### src/rtl/nram_pkg.sv
package nram_pkg;
  localparam int STAT_IDX_W = 2;

  typedef enum logic [3:0] {
    CMD_NOP    = 4'd0,
    CMD_SEL    = 4'd1,
    CMD_WR_MN  = 4'd2,
    CMD_WR_PRT = 4'd3,
    CMD_WR_ST0 = 4'd4,
    CMD_WR_ST1 = 4'd5,
    CMD_WR_ST2 = 4'd6,
    CMD_WR_ST3 = 4'd7,
    CMD_RD_MN  = 4'd8,
    CMD_ADD    = 4'd9,
    CMD_SUB    = 4'd10,
    CMD_RSV    = 4'd11,
    CMD_RD_ST0 = 4'd12,
    CMD_RD_ST1 = 4'd13,
    CMD_RD_ST2 = 4'd14,
    CMD_RD_ST3 = 4'd15
  } cmd_e;
endpackage

### src/rtl/nram_sel.sv
module nram_sel #(
  parameter int SEL_W = 8
) (
  input  logic             clk_i,
  input  logic             rst_ni,
  input  logic             load_i,
  input  logic [SEL_W-1:0] addr_i,
  output logic [SEL_W-1:0] sel_o
);
  always_ff @(posedge clk_i or negedge rst_ni) begin
    if (!rst_ni)     sel_o <= '0;
    else if (load_i) sel_o <= addr_i;
  end
endmodule

### src/rtl/nram_store.sv
module nram_store #(
  parameter int MAIN_IW = 8,
  parameter int STAT_IW = 6,
  parameter int DATA_W  = 4
) (
  input  logic               clk_i,
  input  logic               rst_ni,
  input  logic               main_we_i,
  input  logic               stat_we_i,
  input  logic [MAIN_IW-1:0] main_idx_i,
  input  logic [STAT_IW-1:0] stat_idx_i,
  input  logic [DATA_W-1:0]  wdata_i,
  output logic [DATA_W-1:0]  main_rd_o,
  output logic [DATA_W-1:0]  stat_rd_o
);
  localparam int MAIN_N = 1 << MAIN_IW;
  localparam int STAT_N = 1 << STAT_IW;

  logic [DATA_W-1:0] main_q [MAIN_N];
  logic [DATA_W-1:0] stat_q [STAT_N];

  always_ff @(posedge clk_i or negedge rst_ni) begin
    if (!rst_ni) begin
      for (int i = 0; i < MAIN_N; i++) main_q[i] <= '0;
    end else if (main_we_i) begin
      main_q[main_idx_i] <= wdata_i;
    end
  end

  always_ff @(posedge clk_i or negedge rst_ni) begin
    if (!rst_ni) begin
      for (int i = 0; i < STAT_N; i++) stat_q[i] <= '0;
    end else if (stat_we_i) begin
      stat_q[stat_idx_i] <= wdata_i;
    end
  end

  assign main_rd_o = main_q[main_idx_i];
  assign stat_rd_o = stat_q[stat_idx_i];
endmodule

### src/rtl/nram_ports.sv
module nram_ports #(
  parameter int CHIP_W = 2,
  parameter int DATA_W = 4
) (
  input  logic                             clk_i,
  input  logic                             rst_ni,
  input  logic                             we_i,
  input  logic [CHIP_W-1:0]                chip_i,
  input  logic [DATA_W-1:0]                wdata_i,
  output logic [(1<<CHIP_W)*DATA_W-1:0]    port_o
);
  localparam int NUM_CHIPS = 1 << CHIP_W;

  for (genvar c = 0; c < NUM_CHIPS; c++) begin : g_chip
    logic hit;
    assign hit = we_i && (chip_i == CHIP_W'(c));
    always_ff @(posedge clk_i or negedge rst_ni) begin
      if (!rst_ni)  port_o[c*DATA_W +: DATA_W] <= '0;
      else if (hit) port_o[c*DATA_W +: DATA_W] <= wdata_i;
    end
  end
endmodule

### src/rtl/nram_alu.sv
module nram_alu #(
  parameter int DATA_W = 4
) (
  input  logic              sub_i,
  input  logic [DATA_W-1:0] acc_i,
  input  logic [DATA_W-1:0] mem_i,
  input  logic              carry_i,
  output logic [DATA_W-1:0] sum_o,
  output logic              carry_o
);
  logic [DATA_W-1:0] opnd;
  logic [DATA_W:0]   tot;

  // subtract: carry 1 = no borrow, so the ones' complement plus carry-in suffices
  assign opnd = sub_i ? ~mem_i : mem_i;
  assign tot  = {1'b0, acc_i} + {1'b0, opnd} + {{DATA_W{1'b0}}, carry_i};
  assign sum_o   = tot[DATA_W-1:0];
  assign carry_o = tot[DATA_W];
endmodule

### src/rtl/nram_group.sv
module nram_group
  import nram_pkg::*;
#(
  parameter int CHIP_W = 2,
  parameter int REG_W  = 2,
  parameter int CHAR_W = 4,
  parameter int DATA_W = 4
) (
  input  logic                          clk_i,
  input  logic                          rst_ni,
  input  logic                          cmd_valid_i,
  input  logic [3:0]                    cmd_i,
  input  logic [CHIP_W+REG_W+CHAR_W-1:0] addr_i,
  input  logic [DATA_W-1:0]             acc_i,
  input  logic                          carry_i,
  output logic [DATA_W-1:0]             rd_data_o,
  output logic [(1<<CHIP_W)*DATA_W-1:0] port_o,
  output logic [DATA_W-1:0]             alu_sum_o,
  output logic                          alu_carry_o
);
  localparam int SEL_W   = CHIP_W + REG_W + CHAR_W;
  localparam int LOC_W   = CHIP_W + REG_W;
  localparam int STAT_IW = LOC_W + STAT_IDX_W;

  cmd_e op;
  logic do_sel, do_wmain, do_wport, do_wstat, do_rmain, do_rstat, do_add, do_sub;
  logic [SEL_W-1:0]   sel_q;
  logic [STAT_IW-1:0] stat_idx;
  logic [DATA_W-1:0]  main_rd, stat_rd, sum;
  logic               cout;

  assign op = cmd_e'(cmd_i);

  always_comb begin
    do_sel   = 1'b0;
    do_wmain = 1'b0;
    do_wport = 1'b0;
    do_wstat = 1'b0;
    do_rmain = 1'b0;
    do_rstat = 1'b0;
    do_add   = 1'b0;
    do_sub   = 1'b0;
    if (cmd_valid_i) begin
      unique case (op)
        CMD_SEL:    do_sel   = 1'b1;
        CMD_WR_MN:  do_wmain = 1'b1;
        CMD_WR_PRT: do_wport = 1'b1;
        CMD_WR_ST0, CMD_WR_ST1, CMD_WR_ST2, CMD_WR_ST3: do_wstat = 1'b1;
        CMD_RD_MN:  do_rmain = 1'b1;
        CMD_ADD:    do_add   = 1'b1;
        CMD_SUB:    do_sub   = 1'b1;
        CMD_RD_ST0, CMD_RD_ST1, CMD_RD_ST2, CMD_RD_ST3: do_rstat = 1'b1;
        default: ;
      endcase
    end
  end

  // status index: chip and register from the select, slot from opcode
  assign stat_idx = {sel_q[SEL_W-1 -: LOC_W], cmd_i[STAT_IDX_W-1:0]};

  nram_sel #(.SEL_W(SEL_W)) u_sel (
    .clk_i  (clk_i),
    .rst_ni (rst_ni),
    .load_i (do_sel),
    .addr_i (addr_i),
    .sel_o  (sel_q)
  );

  nram_store #(.MAIN_IW(SEL_W), .STAT_IW(STAT_IW), .DATA_W(DATA_W)) u_store (
    .clk_i      (clk_i),
    .rst_ni     (rst_ni),
    .main_we_i  (do_wmain),
    .stat_we_i  (do_wstat),
    .main_idx_i (sel_q),
    .stat_idx_i (stat_idx),
    .wdata_i    (acc_i),
    .main_rd_o  (main_rd),
    .stat_rd_o  (stat_rd)
  );

  nram_ports #(.CHIP_W(CHIP_W), .DATA_W(DATA_W)) u_ports (
    .clk_i   (clk_i),
    .rst_ni  (rst_ni),
    .we_i    (do_wport),
    .chip_i  (sel_q[SEL_W-1 -: CHIP_W]),
    .wdata_i (acc_i),
    .port_o  (port_o)
  );

  nram_alu #(.DATA_W(DATA_W)) u_alu (
    .sub_i   (do_sub),
    .acc_i   (acc_i),
    .mem_i   (main_rd),
    .carry_i (carry_i),
    .sum_o   (sum),
    .carry_o (cout)
  );

  always_comb begin
    rd_data_o = '0;
    if (do_rmain)      rd_data_o = main_rd;
    else if (do_rstat) rd_data_o = stat_rd;
  end

  assign alu_sum_o   = (do_add || do_sub) ? sum  : '0;
  assign alu_carry_o = (do_add || do_sub) ? cout : 1'b0;
endmodule

### config.mk
export PLATFORM = sky130hd
export DESIGN_NAME = nram_group
export DESIGN_NICKNAME = d
export VERILOG_FILES = /design/src/rtl/nram_pkg.sv /design/src/rtl/nram_sel.sv /design/src/rtl/nram_store.sv /design/src/rtl/nram_ports.sv /design/src/rtl/nram_alu.sv /design/src/rtl/nram_group.sv
export SDC_FILE = /design/constraint.sdc
export NUM_CORES = 2
export LEC_CHECK = 0
export BUFFER_PORTS_ARGS = -buffer_cell sky130_fd_sc_hd__buf_2
export CAP_MARGIN = 10
export CORE_MARGIN = 2
export CORE_UTILIZATION = 23
export CTS_CLUSTER_SIZE = 8
export DETAILED_ROUTE_END_ITERATION = 16
export GPL_TIMING_DRIVEN = 0
export PLACE_DENSITY_LB_ADDON = 0.1
export SYNTH_ARGS = -nofsm -noshare
export SYNTH_HDL_FRONTEND = slang
export SYNTH_SLANG_ARGS = --single-unit
### constraint.sdc
create_clock -name clk_i -period 3.91 [get_ports clk_i]
set_input_delay 0.5865 -clock clk_i [delete_from_list [all_inputs] [get_ports clk_i]]
set_output_delay 0.5865 -clock clk_i [all_outputs]
set_load 0.01 [all_outputs]
# Word-level counts from Yosys, hierarchy flattened
# Index checks and enable logic that the tools add are counted.
# word_totals
input_bits	20
reg_bits	1304
# classes
bitwise	3
n_lt_le_gt_ge	4
reduce_logical	10
add_sub_neg	2
mux	33
eq_ne	17
# ops
cell	count
$bwmux W1024	1
$bwmux W256	1
$mux W4	10
$bmux W4 S8	1
$demux W4 S8	1
$eq A4 B4 Y1 const B	7
$bmux W4 S6	1
$demux W4 S6	1
$mux W1	17
$eq A4 B3 Y1 const B	4
$ge A9 B9 Y1 const B	1
$lt A9 B1 Y1 const B	1
$not A8 Y9	1
$eq A4 B2 Y1 const B	2
$reduce_or A4 Y1	2
$ge A7 B7 Y1 const B	1
$lt A7 B1 Y1 const B	1
$not A6 Y7	1
$logic_and A1 B1 Y1	6
$add A4 B4 Y5	1
$add A5 B1 Y5	1
$eq A2 B2 Y1 const B	2
$eq A4 B1 Y1 const B	1
$not A4 Y4	1
other kinds (3)	3

# Logic depth before layout (Yosys ltp)
# logic_depth
ltp_word	9
mapped_depth	18
ltp_nobuf	13

# Hierarchy
# A second synthesis with hierarchy kept.
# unflattened
hier_cells	4099
area_unflattened_um2	60138.9
# by_module_without_submodules
module	area_per_inst_um2	cells_each	n_inst	seq_area_each_um2
nram_store	58821.4	3996	1	32030.7
nram_ports	619.3	36	1	400.4
nram_sel	331.6	17	1	200.2
nram_group	191.4	30	1	0.0
nram_alu	175.2	20	1	0.0

# Worst setup path after synthesis
# Ideal clock, no wire load.
# synth_timing
path_type	reg-to-output
startpoint	register u_sel.sel_o[0]
endpoint	output port alu_carry_o
arrival_time_ns	3.391
slack_ns	-0.067
stages_incl_launch_ff	17
required_time_ns	3.323
cell_sequence	dfrtp_1 > buf_6 > buf_8 > buf_6 > buf_4 > mux2i_1 > o21ai_0 > nor4_1 > a41oi_1 > nor4b_1 > a31oi_1 > xor2_1 > fa_1 > fa_1 > nor2b_1 > o21ai_0 > a21oi_1
# synth_via
elab_chain_len	9
# synth_rtl
element	line	rtl
start, declared	nram_sel.sv:8	output logic [SEL_W-1:0] sel_o
start signal, assigned	nram_sel.sv:12	else if (load_i) sel_o <= addr_i;
$not A8 Y9 (implied by the code) *	nram_store.sv:38	assign main_rd_o = main_q[main_idx_i];
$bmux W4 S8 *	nram_store.sv:38	
$mux W4 (implied by the code) * (2 in series)	nram_store.sv:38	
$not A4 Y4	nram_alu.sv:15	assign opnd = sub_i ? ~mem_i : mem_i;
$mux W4 *	nram_alu.sv:15	
$add A4 B4 Y5 *	nram_alu.sv:16	assign tot = {1'b0, acc_i} + {1'b0, opnd} + {{DATA_W{1'b0}}, carry_i};
$add A5 B1 Y5 *	nram_alu.sv:16	
$mux W1 *	nram_group.sv:106	assign alu_carry_o = (do_add || do_sub) ? cout : 1'b0;
end, declared	nram_group.sv:19	output logic alu_carry_o
# Mark *: on every way between the ends. The rest lies on a longest branch, timed or not. The select of a mux whose other input is x is not followed.

# Final worst setup path
# layout_timing
startpoint	register u_sel.sel_o[7]
endpoint	output port alu_carry_o
# Same word-level chain as after synthesis.

==> impl_results.md <==
* Status: complete, but fails checks
* Failing checks: setup timing
* Startpoint types: flop
* CP max FO at 10
* Fill count at 26690
* # clock sinks at 1304
* Worst-case clock buffer depth at 3
* Total Wirelength at 274800 um
* Global-route wire length before repair at 377900 um
* Top-level I/O count at 45
* Post-DRT Antenna Nets at 0
* Routed len/inst at 32.07 um
* Final worst setup slack at -1594 ps
* Multi-input combinational cell area at 26960 sq um
* Worst-path clk slew at 60 ps
* Largest net degree at the start of global routing at 152
* Capturing point of the worst reg2reg path: u_store.stat_q[107]$_DFFE_PN0P_
* Levels on crit path at 15
* First drt pass iteration count at 7
* WP data required at 3320 ps
* Die W at 515.6 um
* Clk Latency, worst-skew pair at 840 ps
* Hold crit path type: in -> reg
* Clock Skew at 65.22 ps
* Area grow syn2layout at 21.98%
* Place WS at -2865 ps
* R2R depth at 6
* HP Start: addr_i[3]
* Slew Limit Fails at 0
* Crit path kind: reg -> out
* Top FF cell, synth: dfrtp_1
* Post-synth top cells: 1304 x dfrtp_1, 994 x mux2_2, 584 x nand2_1
* Detailed placement HPWL at 194600 um
* TritonCTS clock tree: yes
* Yosys reg bits at 1304
* Crit path buffers/inverters at 5
* Die Span Y at 515.6 um
* Vias per cell at 4.797
* CP Capture Type: primary output
* Core Area at 259900 sq um
* CTS buffer count at 183
* First DRT Iteration DRCs at 2855
* Final net count at 5050
* DR vias at 41100
* CP max stage cell: a21oi_1
* Gr usage total at 20.65%
* CP cell instances: buf_4, buf_2, buf_4, a21oi_1, a31oi_4, a21oi_4, a31oi_4, buf_8, xor2_2, fa_2, fa_2, nor2b_2, o21ai_1, a21oi_1, buf_2
* Worst VDD drop at 0.4539 mV
* Die area at 265800 sq um
* Top-count cell post-synth: dfrtp_1
* Ys Warns at 0
* Post-route clock period utilization at 140.8%
* Sequential share of the synthesized area at 54.21%
* Routability Congestion at 0.8387
* Final min period at 5504 ps
* Final Hold Fails at 0
* Vias in the first global route at 43110
* Maximum clock rate at 181.7 MHz
* RR Startpoint: u_sel.sel_o[5]$_DFFE_PN0P_
* H-tree depth at 4
* Total negative slack at -17650 ps
* Initial antenna violation count at 29
* Cell area power density at 508.3 nW/um^2
* R2R Setup Slk at -310 ps
* Proportion of netlist area held by the largest area contributor at 54.21%
* Worst slew pin tran at 1331 ps
* Synth top area cells: dfrtp_1 54%, mux2_2 19%, mux4_2 5.8%
* Synth Net Count at 4698
* DRC Markers at 0
* Crit path max-delay family: compound AO/OA/AOI/OAI gates
* Synth Area per Inst at 12.88 sq um
* Max stage delay on crit path at 740 ps
* Static leakage at 32.89 nW
* Synth async-reset ratio at 100.0%
* Slew headroom at 11.28%
* Row cnt at 187
* Layout cell share with drive strength beyond 1 at 36.28%
* Synth Cell Area at 60190 sq um
* Post-Syn Instances at 4673
* Initial core utilization at 23.16%
* CP arrival at 4920 ps
* EDFF count, synth at 0
* Dominant cell type by area after synthesis: dfrtp_1
* Clock root buffer: clkbuf_16
* Register area at 32640 sq um
* Setup violators final at 52
* IO buf count at 42
* Synth cell types at 59
* WHS Endpoint: u_sel.sel_o[3]$_DFFE_PN0P_
* Hold Path Depth at 2
* Max_cap viols at 0
* Unrepaired setup endpoints after global routing: true
* GRT overflow at 0
==> layout by cell type (no fill, tap or decap), types with 19 or more instances in the layout <==
| cell type | instances |
|---|---|
| mux2_2 | 994 |
| clkbuf_1 | 175 |
| buf_16 | 45 |
| dfrtp_1 | 1303 |
| buf_6 | 21 |
| buf_2 | 66 |
| clkbuf_4 | 19 |
| clkbuf_16 | 186 |
| a22oi_1 | 92 |
| mux2i_2 | 24 |
| buf_12 | 27 |
| mux4_2 | 156 |
| mux2i_1 | 290 |
| nand2_1 | 578 |
| buf_4 | 87 |
| nor2_1 | 205 |
| a221oi_1 | 23 |
| nand3_1 | 34 |
| clkbuf_2 | 27 |
| nand3_2 | 19 |
| o21ai_0 | 324 |
| a21oi_1 | 26 |
==> cells by family after synthesis <==
kind of cell,synth area share [%]
mux,30.59
flops,54.21
simple gates,6.525
compound gates,5.743
buf+inv,2.700
xor+xnor,0.1019
fa+ha+maj,0.1289
==> repair_timing <==
action | CTS | global route
hold buffers | 4 | 0
gates cloned | 1 | 1
endpoints found under the setup margin | 871 | 65
pin swaps | 23 | 21
resized for setup | 401 | 84
buffers inserted | 75 | 11
hold endpoints to repair | 130 | 0
==> sequential cells by signal, summed over array words and instances, names as in the netlist <==
name            flops
u_ports.port_o     16
u_store.main_q   1024
u_store.stat_q    256
u_sel.sel_o         8
==> worst reg2reg max path: stages, from the launching register on <==
cell	delay [ps]
dfrtp_1	370
clkbuf_4	230
nand2b_1	710
nor2_1	1080
clkbuf_1	830
nand2_1	480
mux2_2	400
==> how the worst max path moves through the flow <==
stage                                    start                              to  slack, ps
floorplan           u_sel.sel_o[0]$_DFFE_PN0P_                     alu_carry_o          5
finish              u_sel.sel_o[7]$_DFFE_PN0P_                     alu_carry_o      -1590
detailed placement  u_sel.sel_o[1]$_DFFE_PN0P_                     alu_carry_o      -2870
global route        u_sel.sel_o[0]$_DFFE_PN0P_                     alu_carry_o      -1760
global placement                        rst_ni  u_ports.port_o[12]$_DFFE_PN0P_     -30140
CTS                 u_sel.sel_o[0]$_DFFE_PN0P_                     alu_carry_o      -1700
==> routing by layer <==
metal  GRT usage [%]  part of all wire, %
met1           28.52                   45
met2           33.88                   47
met3           2.487                  4.4
met4           5.774                  3.1
met5               0                    0
==> area by class of cell <==
cell class	count	area share (%)
Antenna cell	17	0.05794
Buffer	318	3.514
Clock buffer	199	6.375
Clock inverter	16	0.4362
Inverter	7	0.03749
Multi-Input combinational cell	3040	36.72
Sequential cell	1304	44.45
Tap cell	3496	5.957
Timing Repair Buffer	171	2.457
==> report_power, final <==
part           total (mW)  switching (mW)  leakage [nW]  internal (mW)
Clock                14.8            6.39          2.44           8.46
Combinational        8.40            5.49          12.3           2.91
Sequential           14.1           0.213          18.1           13.9
==> metrics by stage <==
step / cells / area, sq um / power (mW) / utilization (%) / hold WS [ps]
final: 8568 / 73430 / 37.33 / 28.25 / 64.95
after floorplan: 4673 / 60210 / 17.37 / - / 290.9
after detailed placement: 8248 / 65470 / 21.27 / 25.19 / 465.3
after global routing: 8553 / 73390 / 38.65 / 28.23 / 50.93
after CTS: 8539 / 72870 / 37.68 / 28.03 / 13.23
after global placement: 8211 / 64800 / 21.15 / 24.93 / 457.6
Note: power is estimated with default switching activity, not from simulation.
